===== config.mk =====
export PLATFORM = sky130hd
export DESIGN_NAME = mac_irq_unit
export DESIGN_NICKNAME = d
export VERILOG_FILES = /design/src/rtl/mac_irq_pkg.sv /design/src/rtl/mac_hb_check.sv /design/src/rtl/mac_len_guard.sv /design/src/rtl/mac_gstop.sv /design/src/rtl/mac_evt_regs.sv /design/src/rtl/mac_irq_unit.sv
export SDC_FILE = /design/constraint.sdc
export NUM_CORES = 1
export LEC_CHECK = 0
export ABC_AREA = 1
export CAP_MARGIN = 5
export CORE_MARGIN = 2
export CORE_UTILIZATION = 52
export CTS_CLUSTER_SIZE = 14
export DETAILED_ROUTE_END_ITERATION = 8
export PLACE_DENSITY_LB_ADDON = 0.15
export SETUP_SLACK_MARGIN = 0.05
export SYNTH_ARGS = -nofsm -noshare
export SYNTH_HDL_FRONTEND = slang
export SYNTH_SLANG_ARGS = --single-unit

===== constraint.sdc =====
create_clock -name clk -period 3.67 [get_ports clk]
set_input_delay 0.734 -clock clk [delete_from_list [all_inputs] [get_ports clk]]
set_output_delay 0.734 -clock clk [all_outputs]
set_load 0.02 [all_outputs]

===== src/rtl/mac_irq_pkg.sv =====
// Package mac_irq_pkg
// Holds the register addresses and event bit positions that the interrupt
// event unit and its bench share. Assumes a 32-bit register word.
package mac_irq_pkg;

    typedef enum logic [1:0] {
        A_EVENT  = 2'd0,
        A_MASK   = 2'd1,
        A_MAXLEN = 2'd2,
        A_CTRL   = 2'd3
    } reg_addr_e;

    localparam int REG_W    = 32;
    localparam int B_HBERR  = 31;
    localparam int B_RXBAB  = 30;
    localparam int B_TXBAB  = 29;
    localparam int B_GSTOP  = 28;
    localparam int B_TXDONE = 27;
    localparam int B_MIIDN  = 23;
    localparam int B_LCOL   = 21;
    localparam int B_RLIM   = 20;
    localparam int B_TXUNF  = 19;
    localparam int B_TXFE   = 18;
    localparam int B_RXFE   = 17;

    localparam logic [REG_W-1:0] IMPL_BITS = 32'hF8BE_0000;

    localparam int CTRL_W    = 3;
    localparam int C_HBEN    = 0;
    localparam int C_STOP    = 1;
    localparam int C_PAUSE   = 2;

endpackage


===== src/rtl/mac_hb_check.sv =====
// Module mac_hb_check
// Heartbeat checker. A transmit-end pulse opens a window of WIN cycles that
// starts on the next cycle. If no collision pulse arrives before the window
// closes, err_p pulses on the last cycle of the window. A new transmit end
// restarts the window. Assumes WIN >= 2.
module mac_hb_check #(
    parameter int WIN = 8
) (
    input  logic clk,
    input  logic rst_n,
    input  logic en,
    input  logic tx_end,
    input  logic col,
    output logic err_p
);
    localparam int CW = $clog2(WIN + 1);

    logic [CW-1:0] cnt;
    logic          active;

    // Flag the error on the final window cycle when nothing was seen.
    always_comb begin
        err_p = active && en && !col && (cnt == CW'(1));
    end

    // Window counter: load on transmit end, count down, stop on collision.
    always_ff @(posedge clk) begin
        if (!rst_n) begin
            active <= 1'b0;
            cnt    <= '0;
        end else if (tx_end && en) begin
            active <= 1'b1;
            cnt    <= CW'(WIN);
        end else if (active) begin
            if (col || cnt == CW'(1)) begin
                active <= 1'b0;
            end else begin
                cnt <= cnt - CW'(1);
            end
        end
    end

    // a collision inside the window suppresses the error on the next cycle.
    p_col_cancels_r6: assert property (@(posedge clk) disable iff (!rst_n)
        (active && col && !tx_end) |=> !err_p);

    // the error never fires while the checker is disabled.
    p_off_quiet_r6: assert property (@(posedge clk) disable iff (!rst_n)
        !en |-> !err_p);

endmodule


===== src/rtl/mac_len_guard.sv =====
// Module mac_len_guard
// Frame length guard. Counts the bytes of one frame and pulses over_p on the
// first byte whose running count exceeds max_len. It fires at most once per
// frame. sof marks the first byte of a frame and must come with bvalid.
// The count saturates, so very long frames do not wrap.
module mac_len_guard #(
    parameter int LEN_W = 11
) (
    input  logic             clk,
    input  logic             rst_n,
    input  logic             sof,
    input  logic             bvalid,
    input  logic [LEN_W-1:0] max_len,
    output logic             over_p
);
    localparam int CNT_W = LEN_W + 1;

    logic [CNT_W-1:0] cnt;
    logic [CNT_W-1:0] base;
    logic [CNT_W-1:0] nxt;
    logic             flagged;

    // Next count, restarting at a frame start and holding at saturation.
    always_comb begin
        base   = sof ? '0 : cnt;
        nxt    = (&base) ? base : base + CNT_W'(bvalid);
        over_p = bvalid && (nxt > {1'b0, max_len}) && (sof || !flagged);
    end

    // Byte counter and once-per-frame flag.
    always_ff @(posedge clk) begin
        if (!rst_n) begin
            cnt     <= '0;
            flagged <= 1'b0;
        end else begin
            if (sof || bvalid) begin
                cnt <= nxt;
            end
            if (sof) begin
                flagged <= over_p;
            end else if (over_p) begin
                flagged <= 1'b1;
            end
        end
    end

    // no second pulse within a frame.
    p_once_frame_r7: assert property (@(posedge clk) disable iff (!rst_n)
        over_p |=> (!over_p || sof));

    // a pulse only comes with a byte.
    p_pulse_byte_r8: assert property (@(posedge clk) disable iff (!rst_n)
        over_p |-> bvalid);

endmodule


===== src/rtl/mac_gstop.sv =====
// Module mac_gstop
// Graceful-stop tracker. Any of three requests (software stop, software
// pause request, latched received pause) moves it to a drain state. There it
// waits for tx_busy to fall, then enters the pause state and pulses done_p.
// It returns to run once no request remains. Assumes the MAC starts no frame
// while paused is high.
module mac_gstop (
    input  logic clk,
    input  logic rst_n,
    input  logic sw_stop,
    input  logic sw_pause,
    input  logic pause_rx,
    input  logic pause_end,
    input  logic tx_busy,
    output logic paused,
    output logic done_p
);
    typedef enum logic [1:0] {S_RUN, S_DRAIN, S_PAUSED} gs_state_e;

    gs_state_e state;
    logic      hw_pend;
    logic      req;

    // Combine the request sources and spot the moment the drain completes.
    always_comb begin
        req    = sw_stop || sw_pause || hw_pend;
        done_p = (state == S_DRAIN) && req && !tx_busy;
        paused = (state == S_PAUSED);
    end

    // Hold a received pause until the MAC says it has expired.
    always_ff @(posedge clk) begin
        if (!rst_n) begin
            hw_pend <= 1'b0;
        end else if (pause_rx) begin
            hw_pend <= 1'b1;
        end else if (pause_end) begin
            hw_pend <= 1'b0;
        end
    end

    // Run / drain / paused sequencing.
    always_ff @(posedge clk) begin
        if (!rst_n) begin
            state <= S_RUN;
        end else begin
            case (state)
                S_RUN:    if (req) state <= S_DRAIN;
                S_DRAIN:  if (!req) state <= S_RUN;
                          else if (!tx_busy) state <= S_PAUSED;
                S_PAUSED: if (!req) state <= S_RUN;
                default:  state <= S_RUN;
            endcase
        end
    end

    // the pause state is only entered from an idle transmitter.
    p_pause_idle_r9: assert property (@(posedge clk) disable iff (!rst_n)
        $rose(paused) |-> $past(!tx_busy));

    // the pause state is only entered while a request stands.
    p_pause_req_r9: assert property (@(posedge clk) disable iff (!rst_n)
        $rose(paused) |-> $past(req));

endmodule


===== src/rtl/mac_evt_regs.sv =====
// Module mac_evt_regs
// Register block. Holds the write-one-to-clear event register, the mask,
// the maximum frame length and the control bits. It also produces the
// registered interrupt. A hardware set wins over a same-cycle clear.
module mac_evt_regs
    import mac_irq_pkg::*;
#(
    parameter int LEN_W      = 11,
    parameter int MAXLEN_RST = 1518
) (
    input  logic             clk,
    input  logic             rst_n,
    input  logic             wr,
    input  logic [1:0]       addr,
    input  logic [REG_W-1:0] wdata,
    input  logic [REG_W-1:0] set_i,
    output logic [REG_W-1:0] rdata,
    output logic [LEN_W-1:0] max_len,
    output logic             hb_en,
    output logic             sw_stop,
    output logic             sw_pause,
    output logic             irq
);
    logic [REG_W-1:0]  ev;
    logic [REG_W-1:0]  mask;
    logic [CTRL_W-1:0] ctrl;
    logic [REG_W-1:0]  clr;
    reg_addr_e         sel;

    // Decode the address and the write-one-to-clear vector.
    always_comb begin
        sel = reg_addr_e'(addr);
        clr = (wr && sel == A_EVENT) ? wdata : '0;
    end

    // Event register: clear by writing 1, set from hardware with priority.
    always_ff @(posedge clk) begin
        if (!rst_n) begin
            ev <= '0;
        end else begin
            ev <= ((ev & ~clr) | set_i) & IMPL_BITS;
        end
    end

    // Mask, length and control registers written directly.
    always_ff @(posedge clk) begin
        if (!rst_n) begin
            mask    <= '0;
            max_len <= LEN_W'(MAXLEN_RST);
            ctrl    <= '0;
        end else if (wr) begin
            case (sel)
                A_MASK:   mask    <= wdata & IMPL_BITS;
                A_MAXLEN: max_len <= wdata[LEN_W-1:0];
                A_CTRL:   ctrl    <= wdata[CTRL_W-1:0];
                default:  ;
            endcase
        end
    end

    // Registered interrupt from masked events.
    always_ff @(posedge clk) begin
        if (!rst_n) begin
            irq <= 1'b0;
        end else begin
            irq <= |(ev & mask);
        end
    end

    // Read mux and control fan-out.
    always_comb begin
        hb_en    = ctrl[C_HBEN];
        sw_stop  = ctrl[C_STOP];
        sw_pause = ctrl[C_PAUSE];
        case (sel)
            A_EVENT:  rdata = ev;
            A_MASK:   rdata = mask;
            A_MAXLEN: rdata = REG_W'(max_len);
            default:  rdata = REG_W'(ctrl);
        endcase
    end

    // reserved positions of event and mask stay zero.
    p_reserved_zero_r1: assert property (@(posedge clk) disable iff (!rst_n)
        ((ev | mask) & ~IMPL_BITS) == '0);

    // a written 1 clears the bit unless hardware set it that cycle.
    p_w1c_r2: assert property (@(posedge clk) disable iff (!rst_n)
        (wr && sel == A_EVENT) |=> ((ev & $past(wdata) & ~$past(set_i)) == '0));

    // every hardware set is visible after the edge.
    p_set_wins_r3: assert property (@(posedge clk) disable iff (!rst_n)
        1'b1 |=> ((ev & $past(set_i & IMPL_BITS)) == $past(set_i & IMPL_BITS)));

    // the interrupt rises only after a masked event existed.
    p_irq_cause_r10: assert property (@(posedge clk) disable iff (!rst_n)
        $rose(irq) |-> $past((ev & mask) != '0));

endmodule


===== src/rtl/mac_irq_unit.sv =====
// Module mac_irq_unit
// Top of the Ethernet MAC interrupt event unit. Builds the event set vector
// from the heartbeat checker, the two length guards, the graceful-stop
// tracker and the direct MAC pulses, and hands it to the register block.
// Assumes all inputs are synchronous to clk.
module mac_irq_unit
    import mac_irq_pkg::*;
#(
    parameter int HB_WIN     = 8,
    parameter int LEN_W      = 11,
    parameter int MAXLEN_RST = 1518
) (
    input  logic        clk,
    input  logic        rst_n,
    input  logic        reg_wr,
    input  logic [1:0]  reg_addr,
    input  logic [31:0] reg_wdata,
    output logic [31:0] reg_rdata,
    input  logic        tx_end,
    input  logic        col_in,
    input  logic        tx_sof,
    input  logic        tx_bvalid,
    input  logic        rx_sof,
    input  logic        rx_bvalid,
    input  logic        tx_busy,
    input  logic        pause_rx,
    input  logic        pause_end,
    input  logic        mii_done,
    input  logic        late_col,
    input  logic        retry_lim,
    input  logic        tx_unf,
    input  logic        tx_ferr,
    input  logic        rx_ferr,
    output logic        tx_paused,
    output logic        irq
);
    localparam int NDIR = 2;

    logic [LEN_W-1:0] max_len;
    logic             hb_en;
    logic             sw_stop;
    logic             sw_pause;
    logic             hb_err;
    logic             gs_done;
    logic [NDIR-1:0]  dir_sof;
    logic [NDIR-1:0]  dir_bv;
    logic [NDIR-1:0]  dir_over;
    logic [REG_W-1:0] ev_set;

    // Gather the per-direction byte strobes: index 0 receive, 1 transmit.
    always_comb begin
        dir_sof = {tx_sof, rx_sof};
        dir_bv  = {tx_bvalid, rx_bvalid};
    end

    mac_hb_check #(.WIN(HB_WIN)) u_hb (
        .clk    (clk),
        .rst_n  (rst_n),
        .en     (hb_en),
        .tx_end (tx_end),
        .col    (col_in),
        .err_p  (hb_err)
    );

    for (genvar d = 0; d < NDIR; d++) begin : g_len
        mac_len_guard #(.LEN_W(LEN_W)) u_len (
            .clk     (clk),
            .rst_n   (rst_n),
            .sof     (dir_sof[d]),
            .bvalid  (dir_bv[d]),
            .max_len (max_len),
            .over_p  (dir_over[d])
        );
    end

    mac_gstop u_gs (
        .clk       (clk),
        .rst_n     (rst_n),
        .sw_stop   (sw_stop),
        .sw_pause  (sw_pause),
        .pause_rx  (pause_rx),
        .pause_end (pause_end),
        .tx_busy   (tx_busy),
        .paused    (tx_paused),
        .done_p    (gs_done)
    );

    // Place each event source on its register bit.
    always_comb begin
        ev_set           = '0;
        ev_set[B_HBERR]  = hb_err;
        ev_set[B_RXBAB]  = dir_over[0];
        ev_set[B_TXBAB]  = dir_over[1];
        ev_set[B_GSTOP]  = gs_done;
        ev_set[B_TXDONE] = tx_end;
        ev_set[B_MIIDN]  = mii_done;
        ev_set[B_LCOL]   = late_col;
        ev_set[B_RLIM]   = retry_lim;
        ev_set[B_TXUNF]  = tx_unf;
        ev_set[B_TXFE]   = tx_ferr;
        ev_set[B_RXFE]   = rx_ferr;
    end

    mac_evt_regs #(.LEN_W(LEN_W), .MAXLEN_RST(MAXLEN_RST)) u_regs (
        .clk      (clk),
        .rst_n    (rst_n),
        .wr       (reg_wr),
        .addr     (reg_addr),
        .wdata    (reg_wdata),
        .set_i    (ev_set),
        .rdata    (reg_rdata),
        .max_len  (max_len),
        .hb_en    (hb_en),
        .sw_stop  (sw_stop),
        .sw_pause (sw_pause),
        .irq      (irq)
    );

    // a direct transmit-done pulse is latched at the next edge.
    p_txdone_latch_r4: assert property (@(posedge clk) disable iff (!rst_n)
        tx_end |=> reg_addr != A_EVENT || reg_rdata[B_TXDONE]);

endmodule


# [After elaboration in Yosys (flattened, before gate mapping)]
# Cells that the tools add are included.
[op_classes] add_sub_neg=3 n_lt_le_gt_ge=2 n_eq_ne=10 muxes=23 bitwise_logic=6 reduce_logical=38
[ops] op="one-hot mux 32 bit (3 select lines)" count=1
[ops] op="bitwise AND 32 bit" count=2
[ops] op="two-way mux 12 bit" count=4
[ops] op="two-way mux 32 bit" count=1
[ops] op="NOT 32 bit" count=1
[ops] op="bitwise OR 32 bit" count=1
[ops] op="OR reduction 32 bit" count=1
[ops] op="adder 12 x 1 -> 12 bit" count=2
[ops] op="> comparator 12 x 11 -> 1 bit" count=2
[ops] op="AND reduction 12 bit" count=2
[ops] op="two-way mux 4 bit" count=3
[ops] op="logical AND 1 bit" count=11
[ops] op="AND reduction 2 bit" count=5
[ops] op="two-way mux 1 bit" count=9
[ops] op="two-way mux 2 bit" count=4
[ops] op="nonzero test 2 bit" count=4
[ops] op="logical OR 1 bit" count=7
[ops] op="== test 2 bit (second input constant)" count=3
[ops] op="one-hot mux 2 bit (3 select lines)" count=1
[ops] op="== test 2 x 1 -> 1 bit (second input constant)" count=2
[ops] op="== test 4 x 1 -> 1 bit (second input constant)" count=1
[ops] op="zero test 1 bit" count=4
[ops] op="zero test 2 bit" count=2
[ops] op="inequality test 2 x 1 -> 1 bit (second input constant)" count=2
[ops] op="6 further kinds" count=7
[totals] regBits=92 in_bits=52 word_cells=97

# [Logic depth before layout (Yosys ltp)]
[depth] ltp_word=8 mapped_depth=23 depth_no_buf=23

# [By module]
# Synthesis repeated with hierarchy kept, for this count alone.
[unflattened] hier_cells=699 hier_area_um2=4709.5
[modules_own_cells] module="mac_evt_regs" n_inst=1 cells_each=241 area_each_um2=1692.9 seq_area_each_um2=740.7
[modules_own_cells] module="mac_len_guard (g_len[0].u_len)" n_inst=1 cells_each=198 area_each_um2=1308.8 seq_area_each_um2=260.2
[modules_own_cells] module="mac_len_guard (g_len[1].u_len)" n_inst=1 cells_each=199 area_each_um2=1247.4 seq_area_each_um2=260.2
[modules_own_cells] module="mac_hb_check" n_inst=1 cells_each=40 area_each_um2=306.5 seq_area_each_um2=100.1
[modules_own_cells] module="mac_gstop" n_inst=1 cells_each=20 area_each_um2=150.1 seq_area_each_um2=60.1
[modules_own_cells] module="mac_irq_unit" n_inst=1 cells_each=1 area_each_um2=3.8 seq_area_each_um2=0.0

# [Least setup slack after synthesis]
# Ideal clock, no wire load.
[synth_timing] path_type="input-to-reg" start="input port rx_sof" end="register g_len[0].u_len.flagged" setup_ns=0.132 arrival_time_ns=2.761 t_required_ns=3.538 setup_slack_ns=0.777 cell_stages=20 path_buffers=1 cell_sequence="buf_6 -> nor2_1 -> ha_1 -> inv_1 -> nor3_2 -> nand2_1 -> xor2_1 -> nand2_1 -> ha_1 -> a21o_1 -> nor2_1 -> nand2_1 -> nand2_1 -> nand2_1 -> nand2_1 -> nand2_1 -> nand2_1 -> nand2_1 -> nand3_1 -> a21oi_1"
[synth_between] elab_chain_len=7
[synth_lines] element="start: declaration" line_no="mac_irq_unit.sv:23" rtl="input logic rx_sof,"
[synth_lines] element="two-way mux 12 bit (*)" line_no="mac_len_guard.sv:25" rtl="base = sof ? '0 : cnt;"
[synth_lines] element="adder 12 x 1 -> 12 bit / AND reduction 12 bit (equally long branches)" line_no="mac_len_guard.sv:26" rtl="nxt = (&base) ? base : base + CNT_W'(bvalid);"
[synth_lines] element="two-way mux 12 bit (*)" line_no="mac_len_guard.sv:26"
[synth_lines] element="net g_len[0].u_len.nxt[7]" line_no="mac_len_guard.sv:20" rtl="logic [CNT_W-1:0] nxt;"
[synth_lines] element="> comparator 12 x 11 -> 1 bit (*)" line_no="mac_len_guard.sv:27" rtl="over_p = bvalid && (nxt > {1'b0, max_len}) && (sof || !flagged);"
[synth_lines] element="logical AND 1 bit (*) (2 in a row)" line_no="mac_len_guard.sv:27"
[synth_lines] element="two-way mux 1 bit / nonzero test 2 bit (equally long branches)"
[synth_lines] element="end signal: assignment" line_no="mac_len_guard.sv:40" rtl="flagged <= over_p;"
[synth_lines] element="end: declaration" line_no="mac_len_guard.sv:21" rtl="logic flagged;"
# Mark *: on every way through the listed nets, which the timed path passes. The rest lies on a longest branch.
# A chain may end at the register's enable or synchronous reset.

# [Final worst setup path]
[layout_timing] start="input port reg_addr[1]" end="output port reg_rdata[29]"
[layout_between] elab_chain_len=2
[layout_lines] element="start: declaration" line_no="mac_irq_unit.sv:16" rtl="input logic [1:0] reg_addr,"
[layout_lines] element="== test 2 bit (tied with other cells)" line_no="mac_evt_regs.sv:75" rtl="case (sel)"
[layout_lines] element="one-hot mux 32 bit (3 select lines) (*)" line_no="mac_evt_regs.sv:75"
[layout_lines] element="end: declaration" line_no="mac_irq_unit.sv:18" rtl="output logic [31:0] reg_rdata,"
# Every way passes the cells marked *; elsewhere a longest branch is shown, timed or not.

==> run metrics <==
status=completed; IO buf count=65; Crit Path Category=in -> out; HP Class=reg -> reg; largest family of logic cells by synthesized area=simple AND/OR/NAND/NOR gates; WL final=11000 µm; Clock power frac=0.359; Sequential Power Share=0.469; post-synthesis adder-cell area fraction=0.0812; CORE AREA=8130 µm²; CTS root buffer=clkbuf_8; largest net degree at the start of global routing=32; CP cell instances=clkdlybuf4s50_1 -> nor2_1 -> buf_4 -> inv_1 -> o22ai_1 -> clkdlybuf4s50_1; clock sinks=just over 70; final net count=793; maximum vdd drop=approximately 0.18 mV; wire length of the first global-routing pass=about 18000 µm; DR vias=between 4000 and 5000; Arr. time, crit path=around 2600 ps; fin crit period=~3400 ps; unique cell type count in the Yosys netlist=38; CTS tree=done; P_leak=2.48 nW; crit-path max FO=21; P per Cell Area=334 nW/µm²; top area cells in the synthesized netlist=dfxtp_1 33%, nand2_1 9.7%, inv_1 9.4%; Combinational Power Share=0.172; Post-CTS Repair Setup Buffers=0; CTS resizes=0; Starting DRT DRC Count=just under 200; drt via density=a little over 5; Power, Total=about 1.8 mW; post-layout instance area=~5300 µm²; worst rel slew slack=0.585; Worst Tran Pin Value=roughly 620 ps; mux contribution to synthesized area=0; Area Overhead vs Synth=22.9%; Post-synth EDFFs=0; post-route clock period utilization=0.913; fillers=765; Synth Instances=around 640; Final setup viols=0; cts hold-fix bufs=0; Worst path slowest cell=clkdlybuf4s50_1; ANT nets after route=0; yosys warns=0; Switch Pwr=~500 µW; GR Overflow Total=0; GP Congestion=0.890; Pint=about 1.3 mW; initial antenna violation count=0; Simple-Gate Fraction of Synth Area=0.250; drt pass-1 iters=5; Inserted Diodes=0; Top FF cell, synth=dfxtp_1; switching share of total power=0.291; sequential element share of the synthesized area=0.329; xor and xnor area share after synthesis=0.0264; I/O pin total=86; Max-cap violations=0; Num CTS Buffers=9; crit-path most repeated cell=clkdlybuf4s50_1; GRT Total Usage=0.255; top cell type's share of synthesized area=0.329; CP max stage delay=660 ps; share of layout cells above drive strength 1=0.0724; Clock Skews=between 7 and 8 ps; Pins Over Slew Limit=0; Placed Area=between 5000 and 6000 µm²; highest clock rate=around 300 MHz; Final Hold Fails=0; vias in the first global route=3946; Die X=95.1 µm; detailed-route DRC error count=0; Die Height=95.1 µm; Mean Syn Cell Area=6.73 µm²; Longest Clk Path Bufs=2; HPWL after DPL=8350 µm; Synth area leader=dfxtp_1; CP required=between 2000 and 3000 ps; crit path launch type=primary input; Starting Density=0.530; top-count cell post-synth=nand2_1; Reg clk slew, reported paths=80 ps; routed len/inst=about 13 µm; Synth Area in Compound Gates=0.179; critical path capture point type=output pin; later-pin clock latency in the skew report=about 350 ps; Cell Area, Synth=4310 µm²; # rows=33; H-tree depth=3; RSZ-0062 raised after global routing=false; Post-synth top cells=112 x nand2_1, 108 x inv_1, 74 x nor2_1, 71 x dfxtp_1, 57 x a21oi_1; synthesized flop and latch total=71; die area=approximately 9000 µm²; Post-synth ARST share=0; setup tns final=0 ps
cells by family (layout without fill, tap and decap cells):
group	Yosys count	after routing
adders and majority gates	28	28
AOI/OAI and AO/OA	138	138
buffers and inverters	139	207
and+or+nand+nor	251	251
xor gates and xnor gates	13	13
other	1	10
DFF	71	71
worst paths after layout:
path         slack, ps                               start                                  end  cells after the start
max                320                         reg_addr[1]                        reg_rdata[29]                      6
min                430          u_gs.state[1]$_SDFFE_PN0P_           u_gs.state[0]$_SDFFE_PN0P_                      1
max reg2reg        990  g_len[1].u_len.cnt[0]$_SDFFE_PN0P_  g_len[1].u_len.flagged$_SDFFE_PN0P_                     19
min reg2reg        430          u_gs.state[1]$_SDFFE_PN0P_           u_gs.state[0]$_SDFFE_PN0P_                      1
sequential cells by signal, indices dropped and copies added, names as in the netlist:
signal and flops:
g_len.u_len.cnt 24, u_gs.hw_pend 1, u_regs.ev 11, u_regs.ctrl 3, u_regs.max_len 11, u_regs.irq 1, u_gs.state 2, u_hb.cnt 4
u_regs.mask 11, u_hb.active 1, g_len.u_len.flagged 2
per-stage QoR:
step | instances | setup slack, ps | hold WS, ps | utilization
after floorplan | 650 | 777 | 401 | -
after global placement | 807 | -4.33 | 410 | 0.626
after detailed placement | 807 | -18.7 | 423 | 0.626
after CTS | 823 | 335 | 435 | 0.650
after global routing | 823 | 232 | 449 | 0.652
final | 823 | 318 | 434 | 0.652
cell type report:
cell class,count,area [µm²],share of cell area
repair buffers,82,783,0.148
clock inverters,6,70.1,0.0132
clock buffers,10,128,0.0241
multi-input cells,440,2360,0.445
flip-flops and latches,71,1420,0.268
well taps,105,131,0.0248
inverters,109,409,0.0772
placed cells by master, fill, tap and decap left out, types with 2 or more instances in the layout:
cell and n:
nand2_1 112, inv_1 107, nor2_1 72, dfxtp_1 71, clkdlybuf4s50_1 63, a21oi_1 57
o21ai_0 45, ha_1 28, nand3_1 27, buf_4 17, nor3_1 11, o211ai_1 11
nand4_1 10, conb_1 10, clkbuf_8 9, nor2_2 8, xor2_1 7, o22ai_1 7
xnor2_1 6, nor3_2 4, o21ai_1 4, clkinv_4 3, inv_2 2, o21ai_2 2
nor4_1 2, a31o_2 2, a21o_1 2, a22o_1 2, a221oi_1 2, dlymetal6s2s_1 2
power groups by stage:
stage / combinational [mW] / clock [mW] / sequential (mW)
final: 0.304 / 0.636 / 0.831
after global routing: 0.339 / 0.680 / 0.835
after CTS: 0.304 / 0.648 / 0.831
after detailed placement: 0.301 / 0 / 0.848
after global placement: 0.294 / 0 / 0.847
after floorplan: 0.186 / 0 / 0.844
worst max-delay path, delay by kind of cell:
kind                   cells  cell delay, ps
AO/OA/AOI/OAI              1             230
buffers and inverters      4            1500
AND/OR/NAND/NOR            1             140
layer usage:
layer  vias to the layer above  part of all wire  GRT usage
met5                         -                 0          0
met4                         0             0.017      0.100
met3                        18             0.053     0.0372
met2                       114              0.45      0.430
met1                      1861              0.48      0.329
li1                       2198                 -          -
(Power assumes the default switching activity.)
